[src/rtl/gr_pkg.sv]
package gr_pkg;

    localparam int PHYS_W = 32;

    typedef enum logic [1:0] {
        CZ_NONE   = 2'b00,
        CZ_NULL   = 2'b01,
        CZ_CODEWR = 2'b10,
        CZ_RANGE  = 2'b11
    } cause_e;

    typedef enum logic [1:0] {
        AK_READ  = 2'b00,
        AK_WRITE = 2'b01,
        AK_FETCH = 2'b10,
        AK_RSVD  = 2'b11
    } kind_e;

    typedef struct packed {
        logic [PHYS_W-1:0] phys;
        logic              fault;
        cause_e            cause;
    } result_t;

    // byte count minus one for a size code
    function automatic logic [PHYS_W-1:0] span_m1(input logic [1:0] sz);
        logic [PHYS_W-1:0] r;
        r = (PHYS_W'(1) << sz) - PHYS_W'(1);
        return r;
    endfunction

    // cause for one byte offset
    function automatic cause_e classify(
        input logic [PHYS_W-1:0] off,
        input kind_e             kind,
        input logic [PHYS_W-1:0] code_base,
        input logic [PHYS_W-1:0] data_base,
        input logic [PHYS_W-1:0] fetch_end
    );
        cause_e c;
        if (off < code_base) begin
            c = CZ_NULL;
        end else if (kind == AK_RSVD) begin
            c = CZ_RANGE;
        end else if (off < data_base) begin
            if (kind == AK_WRITE)
                c = CZ_CODEWR;
            else if (kind == AK_FETCH && off >= fetch_end)
                c = CZ_RANGE;
            else
                c = CZ_NONE;
        end else begin
            c = (kind == AK_FETCH) ? CZ_RANGE : CZ_NONE;
        end
        return c;
    endfunction

    // fixed priority: guard, then code write, then range
    function automatic cause_e pick(input cause_e a, input cause_e b);
        cause_e c;
        if (a == CZ_NULL || b == CZ_NULL)
            c = CZ_NULL;
        else if (a == CZ_CODEWR || b == CZ_CODEWR)
            c = CZ_CODEWR;
        else if (a == CZ_RANGE || b == CZ_RANGE)
            c = CZ_RANGE;
        else
            c = CZ_NONE;
        return c;
    endfunction

endpackage

[src/rtl/gr_fetch_limit.sv]
module gr_fetch_limit
    import gr_pkg::*;
#(
    parameter logic [PHYS_W-1:0] CODE_BASE = 32'h0040_0000,
    parameter logic [PHYS_W-1:0] CODE_CAP  = 32'h0FC0_0000
) (
    input  logic [PHYS_W-1:0] code_len,
    output logic [PHYS_W-1:0] fetch_end
);
    logic [PHYS_W-1:0] eff_len;

    always_comb begin
        eff_len   = (code_len > CODE_CAP) ? CODE_CAP : code_len;
        fetch_end = CODE_BASE + eff_len;
    end
endmodule

[src/rtl/gr_endpoint.sv]
module gr_endpoint
    import gr_pkg::*;
#(
    parameter logic [PHYS_W-1:0] CODE_BASE = 32'h0040_0000,
    parameter logic [PHYS_W-1:0] DATA_BASE = 32'h1000_0000
) (
    input  logic [PHYS_W-1:0] off,
    input  kind_e             kind,
    input  logic [PHYS_W-1:0] fetch_end,
    output cause_e            cause,
    output logic              bad
);
    always_comb begin
        cause = classify(off, kind, CODE_BASE, DATA_BASE, fetch_end);
        bad   = (cause != CZ_NONE);
    end
endmodule

[src/rtl/gr_merge.sv]
module gr_merge
    import gr_pkg::*;
#(
    parameter int N_ENDS = 2
) (
    input  cause_e [N_ENDS-1:0] end_cause,
    input  logic   [N_ENDS-1:0] end_bad,
    output cause_e              cause,
    output logic                fault
);
    always_comb begin
        cause = CZ_NONE;
        for (int i = 0; i < N_ENDS; i++)
            cause = pick(cause, end_cause[i]);
        fault = |end_bad;
    end
endmodule

[src/rtl/gr_outstage.sv]
module gr_outstage
    import gr_pkg::*;
#(
    parameter bit REG_OUT = 1'b1
) (
    input  logic    clk,
    input  logic    rst,
    input  logic    v_in,
    input  result_t r_in,
    output logic    v_out,
    output result_t r_out
);
    generate
        if (REG_OUT) begin : g_reg
            always_ff @(posedge clk) begin
                if (rst) begin
                    v_out <= 1'b0;
                    r_out <= '0;
                end else begin
                    v_out <= v_in;
                    r_out <= r_in;
                end
            end
        end else begin : g_pass
            always_comb begin
                v_out = v_in;
                r_out = r_in;
            end
        end
    endgenerate
endmodule

[src/rtl/guest_region_check.sv]
module guest_region_check
    import gr_pkg::*;
#(
    parameter logic [31:0] CODE_BASE = 32'h0040_0000,
    parameter logic [31:0] DATA_BASE = 32'h1000_0000,
    parameter logic [31:0] CODE_CAP  = 32'h0FC0_0000,
    parameter bit          REG_OUT   = 1'b1
) (
    input  logic        clk,
    input  logic        rst,
    input  logic        in_valid,
    input  logic [63:0] eff_addr,
    input  logic [1:0]  acc_size,
    input  logic [1:0]  acc_kind,
    input  logic [31:0] code_len,
    output logic        out_valid,
    output logic [31:0] out_phys,
    output logic        out_fault,
    output logic [1:0]  out_cause
);
    localparam int N_ENDS = 2;

    logic [PHYS_W-1:0]          lo_off;
    logic [PHYS_W-1:0]          fetch_end;
    logic [N_ENDS-1:0][PHYS_W-1:0] ends;
    cause_e [N_ENDS-1:0]        end_cause;
    logic   [N_ENDS-1:0]        end_bad;
    cause_e                     comb_cause;
    logic                       comb_fault;
    kind_e                      kind;
    result_t                    comb_res;
    result_t                    reg_res;

    always_comb begin
        lo_off  = eff_addr[PHYS_W-1:0];
        kind    = kind_e'(acc_kind);
        ends[0] = lo_off;
        ends[1] = lo_off + span_m1(acc_size);
    end

    gr_fetch_limit #(.CODE_BASE(CODE_BASE), .CODE_CAP(CODE_CAP)) u_lim (
        .code_len (code_len),
        .fetch_end(fetch_end)
    );

    generate
        for (genvar g = 0; g < N_ENDS; g++) begin : g_end
            gr_endpoint #(.CODE_BASE(CODE_BASE), .DATA_BASE(DATA_BASE)) u_ep (
                .off      (ends[g]),
                .kind     (kind),
                .fetch_end(fetch_end),
                .cause    (end_cause[g]),
                .bad      (end_bad[g])
            );
        end
    endgenerate

    gr_merge #(.N_ENDS(N_ENDS)) u_merge (
        .end_cause(end_cause),
        .end_bad  (end_bad),
        .cause    (comb_cause),
        .fault    (comb_fault)
    );

    always_comb begin
        comb_res.phys  = lo_off;
        comb_res.fault = comb_fault;
        comb_res.cause = comb_cause;
    end

    gr_outstage #(.REG_OUT(REG_OUT)) u_out (
        .clk  (clk),
        .rst  (rst),
        .v_in (in_valid),
        .r_in (comb_res),
        .v_out(out_valid),
        .r_out(reg_res)
    );

    always_comb begin
        out_phys  = reg_res.phys;
        out_fault = reg_res.fault;
        out_cause = reg_res.cause;
    end

    // ---------------- assertions ----------------
    p_null_guard_r2: assert property (@(posedge clk) disable iff (rst)
        (in_valid && lo_off < CODE_BASE) |-> (comb_fault && comb_cause == CZ_NULL));

    p_code_write_r3: assert property (@(posedge clk) disable iff (rst)
        (in_valid && acc_kind == AK_WRITE && lo_off >= CODE_BASE && lo_off < DATA_BASE)
        |-> (comb_fault && comb_cause == CZ_CODEWR));

    p_data_rw_ok_r4: assert property (@(posedge clk) disable iff (rst)
        (in_valid && acc_kind[1] == 1'b0 && lo_off >= DATA_BASE && lo_off <= 32'hFFFF_FFF8)
        |-> !comb_fault);

    p_fetch_data_r5: assert property (@(posedge clk) disable iff (rst)
        (in_valid && acc_kind == AK_FETCH && lo_off >= DATA_BASE && lo_off <= 32'hFFFF_FFF8)
        |-> (comb_fault && comb_cause == CZ_RANGE));

    p_fault_iff_cause_r11: assert property (@(posedge clk) disable iff (rst)
        out_valid |-> (out_fault == (out_cause != 2'b00)));

    generate
        if (REG_OUT) begin : g_chk
            p_alias_phys_r1: assert property (@(posedge clk) disable iff (rst)
                (in_valid && !rst) |=> (out_valid && out_phys == $past(eff_addr[31:0])));
            p_idle_r10: assert property (@(posedge clk) disable iff (rst)
                (!in_valid && !rst) |=> !out_valid);
        end
    endgenerate

endmodule

[config.mk]
export PLATFORM = sky130hd
export DESIGN_NAME = guest_region_check
export DESIGN_NICKNAME = d
export VERILOG_FILES = /design/src/rtl/gr_pkg.sv /design/src/rtl/gr_fetch_limit.sv /design/src/rtl/gr_endpoint.sv /design/src/rtl/gr_merge.sv /design/src/rtl/gr_outstage.sv /design/src/rtl/guest_region_check.sv
export SDC_FILE = /design/constraint.sdc
export NUM_CORES = 1
export LEC_CHECK = 0
export CORE_MARGIN = 2
export CORE_UTILIZATION = 40
export CTS_BUF_LIST = sky130_fd_sc_hd__clkbuf_8 sky130_fd_sc_hd__clkbuf_16
export DETAILED_ROUTE_END_ITERATION = 12
export MAX_ROUTING_LAYER = met4
export PLACE_DENSITY = 0.68
export SETUP_SLACK_MARGIN = 0.5
export SLEW_MARGIN = 20
export SYNTH_ARGS = -nofsm -noshare
export SYNTH_HDL_FRONTEND = slang
export SYNTH_HIERARCHICAL = 1
export SYNTH_SLANG_ARGS = --single-unit
[constraint.sdc]
create_clock -name clk -period 5.4 [get_ports clk]
set_input_delay 1.08 -clock clk [delete_from_list [all_inputs] [get_ports clk]]
set_output_delay 1.08 -clock clk [all_outputs]
set_load 0.005 [all_outputs]
==> impl_metrics.json, run 1 <==
{
  "cts_buffers": 5,
  "path_buf_inv": 2,
  "crit_cells": 18,
  "route.detailed.drc": 0,
  "io_pins": 139,
  "grt_overflow_total": 0,
  "hpwl_mm": 13.8,
  "core_um2": 12600,
  "vias": 5490,
  "slowest_delay_ps": 550,
  "max_cap_viol_count": 0,
  "grtUsageTotal_pct": 24.0,
  "timing.final.crit_share_pct": 96.3,
  "worstPathRequired_ps": 5570,
  "crit_path_end_kind": "flop",
  "drt-initial-drc-count": 274,
  "place_ws_ps": -476,
  "die_x_um": 118,
  "synth-seq-cells": 36,
  "cp-start-kind": "input port",
  "synth_warnings": 6,
  "hold_viol": 0,
  "instances_no_fill": 1058,
  "cp_slowest_cell": "or4_4",
  "n_fill_cell": 1096,
  "worst_pin_slew_ps": 693,
  "synth-edff-count": 0,
  "gp_congestion": 0.976,
  "clockRootBuffer": "clkbuf_16",
  "grt_setup_unrepaired": "yes",
  "finalPower_mw": 1.35,
  "final_area_um2": 7740,
  "slew_headroom_pct": 53.2,
  "worstPathCellList": "clkdlybuf4s50_1 > nor4_2 > nand4_1 > o21ai_2 > or2b_1 > ha_1 > a311oi_1 > a21oi_1 > inv_1 > ha_1 > nand4_1 > or4_4 > nor2_1 > o41ai_1 > a211oi_1 > nand2_1 > maj3_2 > and2b_2",
  "synthArstFlopShare_pct": 0,
  "crit_fanout": 4,
  "fin_util_pct": 61.4,
  "period_needed_ps": 5200,
  "worstPathArrival_ps": 5370,
  "drt-total-wl_mm": 16.6,
  "cts_tree": "done",
  "dp_cells": 1037,
  "yosysTopAreaCellShare_pct": 24.0,
  "crit_type": "in -> reg",
  "cts.sinks": 36,
  "cts_buffer_depth": 2,
  "antenna_found_initial": 0,
  "startpoint": "code_len[2]",
  "synth_cell_types": 69,
  "status": "complete, no violations",
  "fin_ws_ps": 200,
  "viasPerCell": 5.19,
  "area_delta_synth_final_pct": 50.1,
  "power.leakage_nw": 3.36,
  "synthCells": 678,
  "grt_pass1_wl_mm": 26.7,
  "yosysMostFrequentCell": "inv_1",
  "hold_class": "in -> reg",
  "synth_area_um2": 5160,
  "grt_max_degree": 37,
  "synthFlopType": "dfxtp_1",
  "grt_pass1_vias": 5484,
  "io_buffer_count": 106,
  "diodes": 0,
  "drv_slew": 0,
  "tns_ps": 0,
  "fp.dieArea_um2": 13800,
  "synth_common_cells": "117 x inv_1, 99 x ha_1, 60 x a21oi_1",
  "layout-drive-gt1-share_pct": 24.6,
  "cts_hold_buf": 0,
  "first_pass_iters": 4,
  "cp_top_family": "simple AND/OR/NAND/NOR gates",
  "placed_cell_area_um2": 7080,
  "synth.avg_cell_area_um2": 7.61,
  "seq_area_frac_synth_pct": 14.0,
  "rows": 41,
  "critPathCapture": "u_out/r_out[0]",
  "fmax_ghz": 0.192,
  "start_util_pct": 40.9,
  "htree_levels": 2,
  "avgRoutedWirePerCell_um": 15.6,
  "synth_top_cell_by_area": "ha_1",
  "power.density_nw_per_um2": 174,
  "netlist_top_cells_area": "ha_1 24%, dfxtp_1 14%, inv_1 8.5%, a21oi_1 5.8%, nor2b_1 4.0%",
  "hold_ws_ps": 1160,
  "final_nets": 1089,
  "ir_drop_v": 0.000153,
  "setup_viol": 0,
  "antenna_left": 0,
  "clk_pin_slew_ps": 50,
  "die_height_um": 118
}
[cells by family after synthesis]
kind of cell	Yosys count	share of synthesized area, %
xor gates and xnor gates	32	5.43
AOI/OAI and AO/OA	153	20.2
DFF	36	14.0
other	1	0.0727
adders and majority gates	101	24.6
and+or+nand+nor	221	25.0
buffers and inverters	134	10.7
[cells in the final DEF (no fill, tap or decap), drive strengths merged, types with 3 or more instances in the layout]
master / n
and2b: 6
or3: 3
a21oi: 63
a21o: 15
a2111oi: 7
nand2b: 6
nor2: 28
buf: 113
clkbuf: 8
inv: 117
nor2b: 33
conb: 3
dlygate4sd2: 13
ha: 99
nor3: 10
clkdlybuf4s50: 86
dfxtp: 36
nor4: 16
and2: 25
o21ai: 25
xor2: 10
a211oi: 8
or4: 4
or2: 4
and3: 4
nand3: 17
a31oi: 6
nand2: 43
nand4: 19
xnor2: 22
o21a: 4
[timing repair]
| item | 4_1_cts | 5_1_grt |
|---|---|---|
| gates resized for setup | 79 | 31 |
| gates cloned | 0 | 0 |
| setup buffers | 12 | 2 |
| pin swaps | 31 | 29 |
| setup endpoints to repair | 3 | 3 |
[flip-flops by register name (all words and copies together), names as in the netlist]
name	cells
u_out/r_out	35
u_out/v_out	1
[worst min-delay path by stage]
| stage | from | end | slack [ps] | cells after the start |
|---|---|---|---|---|
| 5_1_grt | eff_addr[1] | u_out/r_out[4] | 1160 | 3 |
| 4_1_cts | eff_addr[1] | u_out/r_out[4] | 1160 | 3 |
| 3_5_place_dp | in_valid | u_out/v_out | 1690 | 2 |
| 3_3_place_gp | in_valid | u_out/v_out | 1680 | 2 |
| 6_report | eff_addr[1] | u_out/r_out[4] | 1160 | 3 |
| 2_1_floorplan | eff_addr[7] | u_out/r_out[10] | 1210 | 1 |
[layout make-up]
type / count / area (um2) / share of cell area [%]
well taps: 172 / 215 / 2.78
multi-input cells: 510 / 4350 / 56.1
clock buffers: 7 / 153 / 1.97
inverters: 117 / 439 / 5.67
flip-flops and latches: 36 / 721 / 9.31
repair buffers: 216 / 1870 / 24.2
[power breakdown]
part           internal (mW)  total [mW]  switching (mW)
clock                  0.193       0.286          0.0930
combinational          0.391       0.779           0.388
sequential             0.281       0.285         0.00382
[metal layers]
| metal | GRT usage, % | vias up | part of all wire [%] |
|---|---|---|---|
| met3 | 2.66 | 19 | 5.4 |
| met2 | 39.3 | 141 | 46 |
| met4 | 5.95 | 0 | 1.7 |
| met5 | - | - | 0 |
| met1 | 31.9 | 2568 | 47 |
| li1 | - | 2762 | - |
[worst min-delay path, cell delays in order]
cell	delay [ps]
buf_2	100
buf_4	110
nor2b_1	110
No activity file was read; power rests on OpenSTA's default activity.
==> run 2: changes to the inputs <==
CELL_PAD_IN_SITES_DETAIL_PLACEMENT = 0   (was not set)
CELL_PAD_IN_SITES_GLOBAL_PLACEMENT = 2   (was not set)
CORE_UTILIZATION = 25   (was 40)
PLACE_DENSITY = 0.75   (was 0.68)
==> run 2 against run 1 <==
Against the previous run:
- count of clock-buffer cells in the layout down 2
- global-route usage is 7.5 points lower
- setup slack improved by 28 ps
- design area grew 7.3%
- first-iteration DRC count decreased by 35%
- non-clock buffer count up 48
- final cell count grew 14%
- largest power group unchanged
- sequential cell count did not move
- utilization down 20 points
- sequential share of layout area decreased by 0.63 points
==> impl_metrics.json, run 2 (synthesis results as in run 1) <==
{
  "status": "complete, no violations",
  "worst_pin_slew_ps": 627,
  "core_um2": 20200,
  "antenna_left": 0,
  "cts_buffers": 5,
  "avgRoutedWirePerCell_um": 14.3,
  "max_cap_viol_count": 0,
  "cts_buffer_depth": 2,
  "top_register": "u_out/r_out",
  "layout_common_cells": "156 x buf_4, 113 x inv_1, 90 x clkdlybuf4s50_1",
  "cts_tree": "done",
  "power.leakage_nw": 3.63,
  "comb_power_share_pct": 56.6,
  "path_buf_inv": 6,
  "cp-start-kind": "input port",
  "drt-total-wl_mm": 17.3,
  "slew_headroom_pct": 57.1,
  "fmax_ghz": 0.193,
  "vias": 5371,
  "grt_overflow_total": 0,
  "hpwl_mm": 14.7,
  "io_pins": 139,
  "place_ws_ps": -571,
  "cts.sinks": 36,
  "hold_viol": 0,
  "hold_ws_ps": 1140,
  "grt_setup_unrepaired": "yes",
  "antenna_found_initial": 0,
  "timing.final.crit_share_pct": 95.8,
  "clockRootBuffer": "clkbuf_16",
  "start_util_pct": 25.5,
  "cpMostUsedCell": "buf_4",
  "crit_type": "in -> reg",
  "ir_drop_v": 0.000106,
  "first_pass_iters": 4,
  "fp.dieArea_um2": 21800,
  "drt-initial-drc-count": 179,
  "power_frac_seq_pct": 19.8,
  "power.density_nw_per_um2": 173,
  "crit_fanout": 3,
  "placed_cell_area_um2": 7530,
  "layout-drive-gt1-share_pct": 28.6,
  "htree_levels": 2,
  "area_delta_synth_final_pct": 61.0,
  "drv_slew": 0,
  "final_nets": 1137,
  "final_area_um2": 8310,
  "rows": 52,
  "switchingPower_mw": 0.519,
  "largest_register_ff_count": 35,
  "route.detailed.drc": 0,
  "grt_pass1_wl_mm": 27.9,
  "fin_util_pct": 41.1,
  "cts_hold_buf": 0,
  "finalPower_mw": 1.44,
  "cp_slowest_cell": "fa_2",
  "mostFrequentLayoutCell": "buf_4",
  "grt_max_degree": 37,
  "crit_path_end_kind": "flop",
  "setup_viol": 0,
  "power.internal_mw": 0.917,
  "grt_pass1_vias": 5442,
  "die_x_um": 148,
  "period_needed_ps": 5170,
  "pwr-share-clk_pct": 23.6,
  "reg_top3": "u_out/r_out x35, u_out/v_out x1",
  "gp_congestion": 0.822,
  "slowest_delay_ps": 420,
  "worstPathRequired_ps": 5580,
  "viasPerCell": 4.46,
  "worstPathCellList": "buf_6 > nand2b_4 > ha_4 > inv_2 > ha_4 > fa_2 > a21oi_4 > o211ai_1 > a21oi_2 > buf_4 > o21ai_2 > buf_4 > xor2_2 > ha_1 > a21o_1 > a221o_1 > o2bb2ai_4 > nor3_2 > a211oi_2 > buf_4 > buf_6 > nand2b_4 > a22o_4 > and2b_2",
  "grtUsageTotal_pct": 16.5,
  "diodes": 0,
  "worstPathArrival_ps": 5350,
  "swShare_pct": 36.2,
  "fin_ws_ps": 229,
  "io_buffer_count": 106,
  "hold_class": "in -> reg",
  "cp_top_family": "compound AO/OA/AOI/OAI gates",
  "clk_pin_slew_ps": 60,
  "die_height_um": 148
}
==> run 2: final cells by class <==
| class | count | area, um2 |
|---|---|---|
| Fill cell | 2081 | 11900 |
| Multi-Input combinational cell | 510 | 4410 |
| Timing Repair Buffer | 264 | 2240 |
| Sequential cell | 36 | 721 |
| Inverter | 117 | 439 |
| Tap cell | 270 | 338 |
| Clock buffer | 5 | 125 |
| Clock inverter | 3 | 38.8 |
==> run 2: per-layer routing <==
layer | GRT usage (%) | share of wire [%] | up-vias
met4 | 3.46 | 1.2 | 0
met2 | 25.6 | 43 | 80
li1 | - | - | 2861
met1 | 23.5 | 52 | 2419
met5 | - | 0 | -
met3 | 1.23 | 3.2 | 11
==> run 2: stage by stage <==
step / instances / TNS [ps]
2_1_floorplan: 680 / 0
3_3_place_gp: 1179 / -1420
3_5_place_dp: 1179 / -1460
4_1_cts: 1199 / 0
5_1_grt: 1205 / 0
6_report: 1205 / 0
==> run 2: power by group through the flow <==
stage | logic, mW | clock network (mW) | registers [mW]
6_report | 0.814 | 0.339 | 0.284
5_1_grt | 0.903 | 0.357 | 0.285
4_1_cts | 0.770 | 0.347 | 0.284
3_5_place_dp | 0.710 | 0 | 0.290
3_3_place_gp | 0.705 | 0 | 0.290
2_1_floorplan | 0.390 | 0 | 0.293
==> run 2: what timing repair did <==
item / in CTS / in global routing
setup buffers: 12 / 6
pin swaps: 43 / 47
setup endpoints to repair: 3 / 3
gates resized for setup: 78 / 34
==> run 2: worst paths after layout <==
| kind | start | to | slack [ps] | cells after the start |
|---|---|---|---|---|
| setup / recovery | acc_size[1] | u_out/r_out[1] | 230 | 24 |
| hold / removal | eff_addr[1] | u_out/r_out[4] | 1140 | 3 |
